**src/rtl/sysclk_div_bank.sv**
```systemverilog
module sysclk_div_bank #(
  parameter int RW     = 7,
  parameter int A_DEF  = 1,
  parameter int B_DEF  = 3,
  parameter int S_DEF  = 64,
  parameter int P_MIN  = 1,
  parameter int P_MAX  = 64,
  parameter int S_MIN  = 24,
  parameter int S_MAX  = 80,
  parameter int DIV2   = 64,
  parameter int DIV3   = 6,
  parameter int DIV5   = 12,
  parameter int DIV6   = 3,
  parameter int DIV7   = 6
) (
  input  logic          clk,
  input  logic          rst_n,
  input  logic          wr_en,
  input  logic [1:0]    wr_sel,
  input  logic [RW-1:0] wr_data,
  output logic [7:0]    clk_en,
  output logic          cfg_err
);
  localparam int NCH = 8;
  localparam logic [NCH-1:0] PROG = 8'b0001_0011;
  localparam int RATIO [NCH] = '{A_DEF, B_DEF, DIV2, DIV3, S_DEF, DIV5, DIV6, DIV7};
  localparam logic [RW-1:0] PMN = RW'(P_MIN);
  localparam logic [RW-1:0] PMX = RW'(P_MAX);
  localparam logic [RW-1:0] SMN = RW'(S_MIN);
  localparam logic [RW-1:0] SMX = RW'(S_MAX);

  logic [RW-1:0] pend_a, pend_b, pend_s;
  logic          p_ok, s_ok, viol, clr;

  assign p_ok = (wr_data >= PMN) && (wr_data <= PMX);
  assign s_ok = (wr_data >= SMN) && (wr_data <= SMX);
  assign viol = (pend_s < pend_a) || (pend_s < pend_b);
  assign clr  = wr_en && (wr_sel == 2'd3) && wr_data[0];

  always_ff @(posedge clk) begin
    if (!rst_n) begin
      pend_a <= RW'(A_DEF);
      pend_b <= RW'(B_DEF);
      pend_s <= RW'(S_DEF);
    end else if (wr_en) begin
      if (wr_sel == 2'd0 && p_ok) pend_a <= wr_data;
      if (wr_sel == 2'd1 && p_ok) pend_b <= wr_data;
      if (wr_sel == 2'd2 && s_ok) pend_s <= wr_data;
    end
  end

  always_ff @(posedge clk) begin
    if (!rst_n) cfg_err <= 1'b0;
    else        cfg_err <= (cfg_err && !clr) || viol;
  end

  for (genvar i = 0; i < NCH; i++) begin : g_ch
    logic [RW-1:0] cnt;
    logic [RW-1:0] cur;

    if (PROG[i]) begin : g_p
      logic [RW-1:0] nxt;
      assign nxt = (i == 0) ? pend_a : (i == 1) ? pend_b : pend_s;
      always_ff @(posedge clk) begin
        if (!rst_n)         cur <= RW'(RATIO[i]);
        else if (clk_en[i]) cur <= nxt;
      end
    end else begin : g_f
      assign cur = RW'(RATIO[i]);
    end

    always_ff @(posedge clk) begin
      if (!rst_n)         cnt <= '0;
      else if (clk_en[i]) cnt <= '0;
      else                cnt <= cnt + 1'b1;
    end

    assign clk_en[i] = (cnt == cur - 1'b1);
  end
endmodule

```
**config.mk**
```make
export PLATFORM = sky130hd
export DESIGN_NAME = sysclk_div_bank
export DESIGN_NICKNAME = d
export VERILOG_FILES = /design/src/rtl/sysclk_div_bank.sv
export SDC_FILE = /design/constraint.sdc
export NUM_CORES = 1
export LEC_CHECK = 0
export BUFFER_PORTS_ARGS = -buffer_cell sky130_fd_sc_hd__buf_2
export CORE_ASPECT_RATIO = 0.7
export CORE_MARGIN = 2
export CORE_UTILIZATION = 32
export CTS_CLUSTER_DIAMETER = 60
export DETAILED_ROUTE_END_ITERATION = 10
export GPL_ROUTABILITY_DRIVEN = 0
export GPL_TIMING_DRIVEN = 0
export HOLD_SLACK_MARGIN = 0.05
export PLACE_DENSITY = 0.47
export SLEW_MARGIN = 20
export SYNTH_ARGS = -nofsm -noshare
export SYNTH_HDL_FRONTEND = slang
export SYNTH_SLANG_ARGS = --single-unit
```
**constraint.sdc**
```tcl
create_clock -name clk -period 2.53 [get_ports clk]
set_input_delay 0.506 -clock clk [delete_from_list [all_inputs] [get_ports clk]]
set_output_delay 0.506 -clock clk [all_outputs]
set_load 0.05 [all_outputs]
```
==> metrics.csv <==
stage,metric,value,unit
clocking,numCtsBuffers,9,
grt,groute.usage.overall,14.8,%
setup_path,cp_common_cell,buf_6,
pwr,leakagePower,2.36,nW
setup_path,required,2.02,ns
pwr,pwr-share-seq,46.9,%
drt,drt_first_pass_iters,4,
synthesis,synth-seq-area-share,41.2,%
synthesis,synth_edf_count,0,
synthesis,synth.largest_area_cell,dfxtp_1,
place,place_inst,742,
sta,maxSlewViolCount,0,
grt,antenna_found_initial,0,
grt,grt-ovfl-total,0,
pwr,combPwrFrac,16.2,%
synthesis,ys_types,45,
floorplanning,die_h,107,um
synthesis,syn_inst,528,
pwr,p_per_area,619,nW/um2
drt,wirelength,11.0,mm
synthesis,synthTopCellsByArea,"dfxtp_1 41%, mux2i_1 8.5%, ha_1 6.8%",
pwr,p_sw_share,27.9,%
clocking,max-clock-path-buffers,2,
grt,grt_pass1_vias,3636,
clocking,cts-root-buf,clkbuf_16,
drt,vias,3633,
place,port_buffers,19,
hold_path,hp-class,register to register,
setup_path,path_max_fanout,4,
floorplanning,core-area,14700,um2
final_layout,nets,609,
drt,drc_errors,0,
drt,drtAntennaViolNets,0,
pwr,internal-power,2.57,mW
final_layout,drive_gt1_share,17.7,%
synthesis,synth_ff_type,dfxtp_1,
sta,min_period,2.66,ns
synthesis,yosys_warnings,0,
clocking,htree_levels,3,
synthesis,syn_avg_cell_area,9.10,um2
sta,setup-tns-final,-0.162,ns
setup_path,cp_top_family,compound AO/OA/AOI/OAI gates,
grt,grt_pass1_wl,18.4,mm
sta,finalClockSkew,0.00859,ns
sta,worst_pin_slew,0.844,ns
run_status,violations,setup timing,
drt,viasPerCell,4.72,
sta,fin_crit_sh,105,%
floorplanning,start_util,32.7,%
sta,rsz0062_at_grt,true,
setup_path,cp_slowest_cell,a2111oi_4,
clocking,path_clk_slew,0.07,ns
final_layout,final_util,39.3,%
run,cap_violations,0,
pwr,pwr-share-clk,36.9,%
sta,max_slew_margin,43.4,%
setup_path,r2r_setup_slack,0.42,ns
final_layout,stdcell_count,770,
sta,hold_viol,0,
synthesis,synthesis.area,4810,um2
setup_path,critPathArrivalTime,2.16,ns
sta,setup_viol_count_final,3,
setup_path,setup.worst_path.start_class,register,
setup_path,critPathBufInv,3,
setup_path,slowest_delay,0.41,ns
floorplanning,dieArea,16000,um2
final_layout,final_common_cell,dfxtp_1,
clocking,clock_latency,0.35,ns
final_layout,layout_common_cells,"92 x dfxtp_1, 75 x nor2_1, 47 x nand2_1",
clocking,cts_tree,yes,
floorplanning,io_pins,21,
final_layout,diodes,0,
setup_path,endpoint_kind,output pin,
drt,wl_per_cell,14.3,um
pwr,p_switching,0.995,mW
grt,grt_max_degree,18,
synthesis,yosysTopAreaCellShare,41.2,%
place,hpwlAfterDp,7.70,mm
run_status,outcome,finished with violations,
sta,setup_slack,-0.131,ns
sta,fmax,376,MHz
synthesis,syn_nets,566,
clocking,clkSinkCount,99,
synthesis,ys_ff_latch,99,
floorplanning,dieWidth,150,um
floorplanning,num_rows,37,
synthesis,async_flop_share,0,%
setup_path,criticalPathCategory,register to output pin,
final_layout,area_growth_syn_to_layout,20.0,%
pwr,vdd_drop_max,0.302,mV
setup_path,worstPathCellList,buf_6 > or3_4 > a21oi_2 > o21ai_2 > a2111oi_4 > buf_6 > buf_8,
drt,drt_iter0_markers,105,
-- sequential cells by signal, summed over array words and instances, names as in the netlist --
| signal | cells |
|---|---|
| cfg_err | 1 |
| g_ch.cur | 21 |
| g_ch.cnt | 56 |
| g_ch.g_p.nxt | 21 |
-- layer usage --
metal / up-vias / track usage [%] / part of all wire [%]
li1: 1879 / - / -
met1: 1698 / 21.4 / 54
met2: 42 / 21.0 / 41
met3: 14 / 4.51 / 3.5
met4: 0 / 4.65 / 1.7
met5: - / 0 / 0
-- final timing paths --
check | cells after the start | start | to
max | 7 | g_ch[1].cur[0] | clk_en[1]
min | 1 | g_ch[2].cnt[0] | g_ch[2].cnt[0]
max reg2reg | 8 | g_ch[1].cur[0] | g_ch[1].cur[5]
min reg2reg | 1 | g_ch[2].cnt[0] | g_ch[2].cnt[0]
-- repair_timing --
item	in CTS	in global routing
gates resized for setup	43	18
pin swaps	16	9
setup buffers	16	0
setup endpoints to repair	3	5
gates cloned	0	0
hold buffers	0	0
-- cell families (layout without fill, tap and decap cells) --
group | after synthesis | count (layout) | synth area share (%)
simple gates | 212 | 212 | 20.9
flops | 99 | 99 | 41.2
xor+xnor | 62 | 62 | 11.3
buf+inv | 47 | 94 | 4.09
compound gates | 41 | 41 | 7.16
mux | 41 | 41 | 8.54
fa+ha+maj | 26 | 26 | 6.77
-- area by class of cell --
| type | instances | area [um2] |
|---|---|---|
| multi-input cells | 382 | 2790 |
| fillers | 1460 | 8910 |
| inverters | 28 | 108 |
| clock inverters | 5 | 42.5 |
| repair buffers | 35 | 258 |
| clock buffers | 10 | 239 |
| well taps | 195 | 244 |
| flip-flops and latches | 99 | 2000 |
| plain buffers | 16 | 83.8 |
-- per-stage QoR --
stage               worst slack, ns  power [mW]  hold slack [ns]  cell area (um2)
CTS                          -0.109        3.63            0.443             5710
global route                 -0.215        3.76            0.471             5770
finish                       -0.131        3.57            0.444             5770
floorplan                    0.0388        2.08            0.413             4820
global placement             -0.369        2.19            0.426             5160
detailed placement           -0.479        2.21            0.433             5160
-- cells in the mapped netlist (2+ instances only) --
master and n:
nor3b_1 5, nor3_1 23, clkbuf_1 14, nand2_1 48, o21ai_1 5, inv_1 27
nand3_1 26, nand2b_1 5, a21o_1 5, ha_1 26, nand4_1 2, and3_1 14
o21ai_0 5, xnor2_1 33, a211oi_1 3, a221oi_1 2, nor2_1 76, a2111oi_4 3
xor2_1 29, nor4_1 3, or4b_2 3, a21oi_1 7, or3_4 2, a41oi_1 2
dfxtp_1 99, buf_6 2, mux2i_1 41
-- power groups by stage --
| stage | Sequential [mW] | Combinational (mW) | Clock [mW] |
|---|---|---|---|
| finish | 1.67 | 0.578 | 1.32 |
| global route | 1.68 | 0.638 | 1.44 |
| CTS | 1.67 | 0.583 | 1.38 |
| detailed placement | 1.71 | 0.500 | 0 |
| global placement | 1.71 | 0.488 | 0 |
| floorplan | 1.70 | 0.378 | 0 |
No activity file was read; power rests on OpenSTA's default activity.
